--- config.mk ---
export PLATFORM = sky130hd
export DESIGN_NAME = flash_stage_buf
export DESIGN_NICKNAME = d
export VERILOG_FILES = /design/src/rtl/fsb_pkg.sv /design/src/rtl/fsb_index_ctrl.sv /design/src/rtl/fsb_addr_reg.sv /design/src/rtl/fsb_byte_store.sv /design/src/rtl/flash_stage_buf.sv
export SDC_FILE = /design/constraint.sdc
export NUM_CORES = 1
export LEC_CHECK = 0
export BUFFER_PORTS_ARGS = -buffer_cell sky130_fd_sc_hd__buf_2
export CAP_MARGIN = 20
export CORE_MARGIN = 2
export CORE_UTILIZATION = 39
export DETAILED_ROUTE_END_ITERATION = 12
export GPL_ROUTABILITY_DRIVEN = 0
export PLACE_DENSITY_LB_ADDON = 0.08
export RECOVER_POWER = 100
export SYNTH_ARGS = -nofsm -noshare
export SYNTH_HDL_FRONTEND = slang
export SYNTH_SLANG_ARGS = --single-unit
export TNS_END_PERCENT = 30
--- constraint.sdc ---
create_clock -name clk -period 9.1 [get_ports clk]
set_input_delay 1.82 -clock clk [delete_from_list [all_inputs] [get_ports clk]]
set_output_delay 1.82 -clock clk [all_outputs]
set_load 0.1 [all_outputs]
--- src/rtl/fsb_pkg.sv ---
package fsb_pkg;
  localparam logic [7:0] OFS_ADDR  = 8'h20;
  localparam logic [7:0] OFS_DATA  = 8'h24;
  localparam logic [7:0] OFS_INDEX = 8'h28;

  // number of set enables in a lane mask of up to eight lanes
  function automatic logic [3:0] lane_count(input logic [7:0] be);
    logic [3:0] n;
    n = '0;
    for (int k = 0; k < 8; k++) n = n + {3'b000, be[k]};
    return n;
  endfunction
endpackage

--- src/rtl/fsb_index_ctrl.sv ---
module fsb_index_ctrl #(
  parameter int BUF_BYTES = 32,
  parameter int BUS_BYTES = 4,
  localparam int IDX_W = $clog2(BUF_BYTES) + 1,
  localparam int POS_W = $clog2(BUF_BYTES)
) (
  input  logic                 clk,
  input  logic                 rst_n,
  input  logic                 idx_wr,
  input  logic [IDX_W-1:0]     idx_raw,
  input  logic                 dat_wr,
  input  logic [BUS_BYTES-1:0] be,
  input  logic [POS_W-1:0]     addr_lo,
  output logic [IDX_W-1:0]     idx,
  output logic                 ovf,
  output logic                 accept_evt,
  output logic                 drop_evt
);
  import fsb_pkg::*;

  logic [IDX_W-1:0] room, cnt, idx_sat;
  logic [IDX_W:0]   sum;
  logic             active;

  always_comb begin
    room    = IDX_W'(BUF_BYTES) - {1'b0, addr_lo};
    cnt     = IDX_W'(lane_count(8'(be)));
    sum     = {1'b0, idx} + {1'b0, cnt};
    idx_sat = (idx_raw > IDX_W'(BUF_BYTES)) ? IDX_W'(BUF_BYTES) : idx_raw;
    active  = dat_wr && (cnt != '0);
  end

  assign accept_evt = active && (sum <= {1'b0, room});
  assign drop_evt   = active && (sum >  {1'b0, room});

  always_ff @(posedge clk) begin
    if (!rst_n) begin
      idx <= '0;
      ovf <= 1'b0;
    end else if (idx_wr) begin
      idx <= idx_sat;
      ovf <= 1'b0;
    end else if (accept_evt) begin
      idx <= sum[IDX_W-1:0];
    end else if (drop_evt) begin
      ovf <= 1'b1;
    end
  end


  drop_hold_chk: assert property (@(posedge clk) disable iff (!rst_n)
    drop_evt |=> ($stable(idx) && ovf));

  ovf_sticky_chk: assert property (@(posedge clk) disable iff (!rst_n)
    (ovf && !idx_wr) |=> ovf);

  idx_bound_chk: assert property (@(posedge clk) disable iff (!rst_n)
    idx <= IDX_W'(BUF_BYTES));
endmodule

--- src/rtl/fsb_addr_reg.sv ---
module fsb_addr_reg #(
  parameter int ADDR_W = 32,
  parameter int IDX_W  = 6
) (
  input  logic              clk,
  input  logic              rst_n,
  input  logic              addr_wr,
  input  logic [ADDR_W-1:0] addr_val,
  input  logic              done,
  input  logic [IDX_W-1:0]  step,
  output logic [ADDR_W-1:0] addr
);
  always_ff @(posedge clk) begin
    if (!rst_n)       addr <= '0;
    else if (done)    addr <= addr + ADDR_W'(step);
    else if (addr_wr) addr <= addr_val;
  end


  post_inc_chk: assert property (@(posedge clk) disable iff (!rst_n)
    done |=> (addr == $past(addr) + ADDR_W'($past(step))));
endmodule

--- src/rtl/fsb_byte_store.sv ---
module fsb_byte_store #(
  parameter int BUF_BYTES = 32,
  parameter int BUS_BYTES = 4,
  localparam int IDX_W = $clog2(BUF_BYTES) + 1,
  localparam int POS_W = $clog2(BUF_BYTES)
) (
  input  logic                   clk,
  input  logic                   rst_n,
  input  logic                   clear,
  input  logic                   store_en,
  input  logic [BUS_BYTES-1:0]   be,
  input  logic [8*BUS_BYTES-1:0] wdata,
  input  logic [IDX_W-1:0]       base,
  input  logic [POS_W-1:0]       eng_pos,
  output logic [7:0]             eng_byte
);
  logic [7:0]           mem [BUF_BYTES];
  logic [BUF_BYTES-1:0] vld;
  logic [IDX_W-1:0]     lane_pos [BUS_BYTES];
  logic [IDX_W-1:0]     run;

  // enabled lanes pack into consecutive positions
  always_comb begin
    run = base;
    for (int k = 0; k < BUS_BYTES; k++) begin
      lane_pos[k] = run;
      run = run + IDX_W'(be[k]);
    end
  end

  always_ff @(posedge clk) begin
    if (!rst_n) vld <= '0;
    else if (clear) vld <= '0;
    else if (store_en) begin
      for (int k = 0; k < BUS_BYTES; k++)
        if (be[k]) vld[lane_pos[k][POS_W-1:0]] <= 1'b1;
    end
  end

  always_ff @(posedge clk) begin
    if (store_en && !clear) begin
      for (int k = 0; k < BUS_BYTES; k++)
        if (be[k]) mem[lane_pos[k][POS_W-1:0]] <= wdata[8*k +: 8];
    end
  end

  assign eng_byte = vld[eng_pos] ? mem[eng_pos] : 8'hFF;


  clear_all_chk: assert property (@(posedge clk) disable iff (!rst_n)
    clear |=> (vld == '0));
endmodule

--- src/rtl/flash_stage_buf.sv ---
module flash_stage_buf #(
  parameter int BUF_BYTES = 32,
  parameter int BUS_BYTES = 4,
  parameter int ADDR_W    = 32,
  localparam int IDX_W = $clog2(BUF_BYTES) + 1,
  localparam int POS_W = $clog2(BUF_BYTES),
  localparam int DW    = 8 * BUS_BYTES
) (
  input  logic                 clk,
  input  logic                 rst_n,
  input  logic                 bus_wr,
  input  logic [7:0]           bus_ofs,
  input  logic [DW-1:0]        bus_wdata,
  input  logic [BUS_BYTES-1:0] bus_be,
  output logic [DW-1:0]        bus_rdata,
  input  logic                 prog_done,
  input  logic [POS_W-1:0]     eng_pos,
  output logic [7:0]           eng_byte,
  output logic [IDX_W-1:0]     fill_level,
  output logic [ADDR_W-1:0]    prog_addr,
  output logic                 overflow
);
  import fsb_pkg::*;

  logic wr_addr, wr_data, wr_idx;
  logic accept_evt, drop_evt;

  assign wr_addr = bus_wr && (bus_ofs == OFS_ADDR);
  assign wr_data = bus_wr && (bus_ofs == OFS_DATA);
  assign wr_idx  = bus_wr && (bus_ofs == OFS_INDEX);

  fsb_index_ctrl #(.BUF_BYTES(BUF_BYTES), .BUS_BYTES(BUS_BYTES)) u_idx (
    .clk(clk), .rst_n(rst_n), .idx_wr(wr_idx), .idx_raw(bus_wdata[IDX_W-1:0]),
    .dat_wr(wr_data), .be(bus_be), .addr_lo(prog_addr[POS_W-1:0]),
    .idx(fill_level), .ovf(overflow), .accept_evt(accept_evt), .drop_evt(drop_evt)
  );

  fsb_addr_reg #(.ADDR_W(ADDR_W), .IDX_W(IDX_W)) u_addr (
    .clk(clk), .rst_n(rst_n), .addr_wr(wr_addr), .addr_val(ADDR_W'(bus_wdata)),
    .done(prog_done), .step(fill_level), .addr(prog_addr)
  );

  fsb_byte_store #(.BUF_BYTES(BUF_BYTES), .BUS_BYTES(BUS_BYTES)) u_store (
    .clk(clk), .rst_n(rst_n), .clear(wr_idx), .store_en(accept_evt),
    .be(bus_be), .wdata(bus_wdata), .base(fill_level),
    .eng_pos(eng_pos), .eng_byte(eng_byte)
  );

  always_comb begin
    bus_rdata = '0;
    if (bus_ofs == OFS_ADDR)       bus_rdata = DW'(prog_addr);
    else if (bus_ofs == OFS_INDEX) bus_rdata = DW'(fill_level);
  end


  evt_excl_chk: assert property (@(posedge clk) disable iff (!rst_n)
    !(accept_evt && drop_evt));
endmodule

==> results_dict.tcl, run 1 <==
set metrics [dict create \
    outcome "complete, but fails checks" \
    violations "capacitance limit, slew limit" \
    max_freq_mhz 123.1 \
    clkPwrFrac 0.458 \
    post-route-period-util 0.8928 \
    skew_ns 0.01827 \
    yosysMostFrequentCell "nand2_1" \
    drt_iter0_drc 2892 \
    grt_overflow 0 \
    finalMaxSlewViolations 28 \
    required_ns 7.28 \
    cts_setup_buffers 0 \
    wl_per_cell_um 29.58 \
    dp_hpwl_um 72290 \
    drtAntennaViolNets 0 \
    wl_um 110000 \
    power.internal_w 0.002836 \
    hp-class "register to register" \
    critical_path.startpoint_type "primary input" \
    p_per_area_nw_per_um2 138.4 \
    ys_seq_area_frac 0.3533 \
    hold_viol_final 0 \
    numCtsBuffers 42 \
    synth_common_cells "618 x nand2_1, 257 x o21ai_0, 256 x edfxtp_1" \
    io_buffers 131 \
    num_rows 94 \
    cts_htree_levels 2 \
    p_leak_nw 11.00 \
    path_clk_slew_ns 0.05 \
    swShare 0.2725 \
    vias_per_cell 6.438 \
    synth-async-reset-ratio 0 \
    clock_sink_count 327 \
    max-slew-margin-rel -0.3928 \
    drc 0 \
    worst_slew_pin_slew_ns 2.089 \
    critPathKind "primary input to primary output" \
    path_max_fanout 27 \
    whs_ns 0.4660 \
    drive_above_1_share 0.1440 \
    combPwrFrac 0.128 \
    seq_power_share 0.414 \
    firstDrtPassIters 7 \
    die_h_um 261.1 \
    setup_tns_ns 0 \
    period_needed_ns 8.124 \
    grt_usage 0.3183 \
    synth-edff-count 256 \
    synth_top_area_cell "edfxtp_1" \
    ys.flop_type "edfxtp_1" \
    setup_violations 0 \
    cts_root_buffer "clkbuf_16" \
    grt_setup_unrepaired "no" \
    cts_tree "done" \
    yosys_warnings 0 \
    cts_resized 0 \
    dr_total_vias 23942 \
    synthesis.nets 2935 \
    grt_pass1_wl_um 159500 \
    clk_path_buf_depth 3 \
    die_w_um 261.1 \
    peakVddDrop_uv 143.4 \
    clock_latency_ns 0.57 \
    crit_arrival_ns 6.30 \
    grt_max_degree 51 \
    ys_ff_latch 327 \
    die_area_um2 68180 \
    synth_cells 2855 \
    grt_pass1_vias 22557 \
    maxCapViolations 1 \
    cp-end-kind "primary output" \
    core-area_um2 65630 \
    switchingPower_w 0.001062 \
    start_util 0.3928 \
    pin_count 132 \
    area_growth_pct 9.284 \
    synth_area_leaders "edfxtp_1 30%, mux2i_1 9.4%, nand2_1 9.0%" \
    grt_antenna_before_repair 2 \
    synth_cell_types 90 \
    synth_area_um2 25780 \
    synth_top_area_frac 0.2982 \
    ctsHoldBuffers 0 \
    avgSynthCellArea_um2 9.030 \
    fin_nets 2901 \
]
[logic make-up after synthesis]
| logic type | count (synthesis) | share of synthesized area |
|---|---|---|
| flops | 327 | 0.3533 |
| compound gates | 676 | 0.1784 |
| buf+inv | 297 | 0.04931 |
| mux | 394 | 0.1968 |
| xor+xnor | 16 | 0.008057 |
| simple gates | 1118 | 0.2001 |
| fa+ha+maj | 27 | 0.01398 |
[worst max-delay path, cell delays in order]
cell,delay [ns]
clkbuf_1,1.44
clkbuf_2,0.98
buf_4,0.43
mux4_2,0.38
mux4_2,0.47
a21oi_1,0.30
nand2_1,0.10
buf_2,0.30
[state kept, by name, indices dropped and copies added (netlist names)]
register	flops
u_store.vld	32
u_addr.addr	32
u_idx.ovf	1
u_store.mem	256
u_idx.idx	6
[placed cells by master (no fill, tap or decap), types with 42 or more instances in the layout]
cell type / netlist / layout
edfxtp_1: 256 / 256
a211oi_1: 42 / 42
clkbuf_1: 170 / 86
buf_4: 23 / 43
nand4_1: 58 / 60
clkbuf_16: 0 / 46
buf_2: 47 / 57
o21ai_0: 257 / 272
nand3_1: 107 / 107
nand2_1: 618 / 618
mux4_2: 82 / 82
a21oi_1: 58 / 58
o211ai_1: 109 / 109
mux2i_1: 241 / 241
mux2_2: 68 / 68
nor2_1: 132 / 132
dfxtp_1: 71 / 71
[per-layer routing]
metal  global-route usage  part of all wire
met3              0.05410             0.079
met1               0.4405              0.43
met4               0.1324             0.041
met5                    0                 0
met2               0.4937              0.45
[area by class of cell]
cell class	count	area, µm²
fill	6464	37450
sequential	327	9109
clock buffer	53	1197
clock inverter	24	255.2
antenna	1	2.502
inverter	33	123.9
timing repair buffer	186	1012
multi-input combinational	2231	15390
tap	864	1081
[through the flow]
stage / total power, W / setup slack (ns) / cells / cell area [µm²] / utilization
floorplan: 0.001944 / 2.544 / 2855 / 25780 / -
global placement: 0.002127 / 1.546 / 3637 / 26810 / 0.4085
detailed placement: 0.002131 / 1.503 / 3639 / 26840 / 0.4090
CTS: 0.003896 / 2.109 / 3716 / 28290 / 0.4311
global route: 0.003991 / 0.8649 / 3719 / 28170 / 0.4293
finish: 0.003898 / 0.9756 / 3719 / 28170 / 0.4293
[power groups by stage]
stage / combinational, W / sequential [W] / clock, W
after detailed placement: 0.000486 / 0.00164 / 0
after floorplan: 0.000287 / 0.00166 / 0
final: 0.000501 / 0.00161 / 0.00178
after global routing: 0.000527 / 0.00161 / 0.00185
after global placement: 0.000482 / 0.00164 / 0
after CTS: 0.000488 / 0.00161 / 0.00179
[path summary, 6_finish.rpt]
kind,startpoint,to,slack (ns),cells after the start
min,u_store.vld[0]$_SDFFE_PP0P_,u_store.vld[0]$_SDFFE_PP0P_,0.47,1
min reg2reg,u_store.vld[0]$_SDFFE_PP0P_,u_store.vld[0]$_SDFFE_PP0P_,0.47,1
max,eng_pos[1],eng_byte[6],0.98,8
max reg2reg,u_idx.idx[1]$_SDFFE_PN0P_,u_store.mem[7][3]$_DFFE_PP_,2.63,14
Note: power is estimated with default switching activity, not from simulation.
==> run 2, diff against run 1 <==
--- a/config.mk
+++ b/config.mk
@@ -5,6 +5,7 @@
 export SDC_FILE = /design/constraint.sdc
 export NUM_CORES = 1
 export LEC_CHECK = 0
+export ABC_AREA = 0
 export BUFFER_PORTS_ARGS = -buffer_cell sky130_fd_sc_hd__buf_2
 export CAP_MARGIN = 20
 export CORE_MARGIN = 2
==> constraint.sdc (replaced) <==
create_clock -name clk -period 7.8 [get_ports clk]
set_input_delay 1.56 -clock clk [delete_from_list [all_inputs] [get_ports clk]]
set_output_delay 1.56 -clock clk [all_outputs]
set_load 0.1 [all_outputs]
==> run 2 against run 1 <==
Hold slack improved by 0.0024 ns. Critical endpoint is now eng_byte[4]. Cell count is 0.75% higher. Clock power up 15%. The run still ends with capacitance limit, slew limit left. Critical path type unchanged.
==> results_dict.tcl, run 2 (same netlist as run 1, synthesis figures left out) <==
set metrics [dict create \
    dp_hpwl_um 72310 \
    cts_root_buffer "clkbuf_16" \
    setup_tns_ns 0 \
    path_clk_slew_ns 0.05 \
    met3_wirelength_um 9999 \
    setup_violations 0 \
    grt_antenna_before_repair 1 \
    worst_slew_pin_slew_ns 1.681 \
    setup_slack_ns 0.7338 \
    maxCapViolations 2 \
    highest_layer "met5" \
    drtAntennaViolNets 0 \
    die_area_um2 68180 \
    fin_nets 2929 \
    p_per_area_nw_per_um2 160.3 \
    crit_arrival_ns 5.51 \
    swShare 0.2830 \
    grt_overflow 0 \
    drive_above_1_share 0.1481 \
    period_needed_ns 7.066 \
    ctsHoldBuffers 0 \
    largest_reg_flops 256 \
    num_rows 94 \
    die_w_um 261.1 \
    clock_latency_ns 0.60 \
    drc 0 \
    p_leak_nw 11.08 \
    clkPwrFrac 0.450 \
    finalMaxSlewViolations 46 \
    die_h_um 261.1 \
    place_inst 3667 \
    final_cell_count_no_fill 3747 \
    final_util 0.4308 \
    io_buffers 131 \
    nFillCells 6446 \
    peakVddDrop_uv 144.0 \
    mostFrequentLayoutCell "nand2_1" \
    pre_cts_ws_ns 0.7186 \
    wl_um 114400 \
    required_ns 6.24 \
    cp-end-kind "primary output" \
    final_cell_area_um2 28270 \
    route.met2.wl_um 50690 \
    placed_area_um2 27050 \
    violations "capacitance limit, slew limit" \
    cts_resized 0 \
    pin_count 132 \
    vias_per_cell 6.439 \
    max-slew-margin-rel -0.1207 \
    switchingPower_w 0.001283 \
    dr_total_vias 24126 \
    start_util 0.3928 \
    hp-class "register to register" \
    max_freq_mhz 141.5 \
    wirelength_met1_um 48170 \
    diodes 0 \
    grt_setup_unrepaired "no" \
    seq_power_share 0.415 \
    wl_per_cell_um 30.54 \
    drt_iter0_drc 2925 \
    critPathKind "primary input to primary output" \
    grt_max_degree 48 \
    cts_tree "done" \
    power.internal_w 0.003250 \
    post-route-period-util 0.9059 \
    cts_setup_buffers 0 \
    skew_ns 0.01306 \
    core-area_um2 65630 \
    hold_viol_final 0 \
    numCtsBuffers 43 \
    area_growth_pct 9.658 \
    grt_pass1_vias 22992 \
    clk_path_buf_depth 3 \
    cts_htree_levels 2 \
    combPwrFrac 0.135 \
    path_max_fanout 35 \
    outcome "complete, but fails checks" \
    grt_pass1_wl_um 163700 \
    grt_usage 0.3295 \
    r2r_setup_slack_ns 2.09 \
    critical_path.startpoint_type "primary input" \
    clock_sink_count 327 \
    firstDrtPassIters 6 \
    layout_common_cells "622 x nand2_1, 272 x o21ai_0, 256 x edfxtp_1" \
]
[run 2: cell types whose count changed in the layout (fill, tap and decap cells not counted), sizes merged]
| cell | before | now |
|---|---|---|
| clkinv | 16 | 25 |
| clkbuf | 135 | 136 |
| inv | 33 | 34 |
| clkinvlp | 3 | 0 |
| buf | 104 | 125 |
| diode | 1 | 0 |
[run 2: worst max-delay path: stages]
cell      delay [ns]
clkbuf_2        1.17
clkbuf_2        0.71
mux4_2          0.35
mux2i_1         0.12
a211oi_1        0.84
a21oi_1         0.09
nand2_1         0.11
clkbuf_2        0.46
[run 2: area by class of cell]
cell class,count,area (µm²),share of cell area
clock buffer,48,1116,0.03948
clock inverter,31,275.3,0.009737
inverter,33,123.9,0.004382
multi-input combinational,2231,15410,0.5451
sequential,327,9109,0.3222
tap,864,1081,0.03824
timing repair buffer,213,1156,0.04089
[run 2: path summary, 6_finish.rpt]
check	start	endpoint	cells past startpoint
min reg2reg	u_store.vld[0]$_SDFFE_PP0P_	u_store.vld[0]$_SDFFE_PP0P_	1
min	u_store.vld[0]$_SDFFE_PP0P_	u_store.vld[0]$_SDFFE_PP0P_	1
max	eng_pos[0]	eng_byte[4]	8
max reg2reg	u_idx.idx[1]$_SDFFE_PN0P_	u_store.mem[0][1]$_DFFE_PP_	12
[run 2: power groups by stage]
stage | registers [W] | logic (W) | clock network [W]
detailed placement | 0.00192 | 0.000589 | 0
floorplan | 0.00193 | 0.000335 | 0
finish | 0.00188 | 0.000610 | 0.00204
global route | 0.00188 | 0.000635 | 0.00212
CTS | 0.00188 | 0.000591 | 0.00206
global placement | 0.00192 | 0.000583 | 0
[run 2: metrics by stage]
stage	hold slack, ns	total power, W
after floorplan	0.4310	0.002269
after global placement	0.4464	0.002502
after detailed placement	0.4571	0.002508
after CTS	0.4710	0.004532
after global routing	0.4826	0.004637
final	0.4684	0.004533
[run 2: per-layer routing]
layer  global-route usage  vias up
met3              0.06804      336
met4               0.1488        2
met1               0.4461    11822
li1                     -    10563
met2               0.5080     1403
met5                    0        -
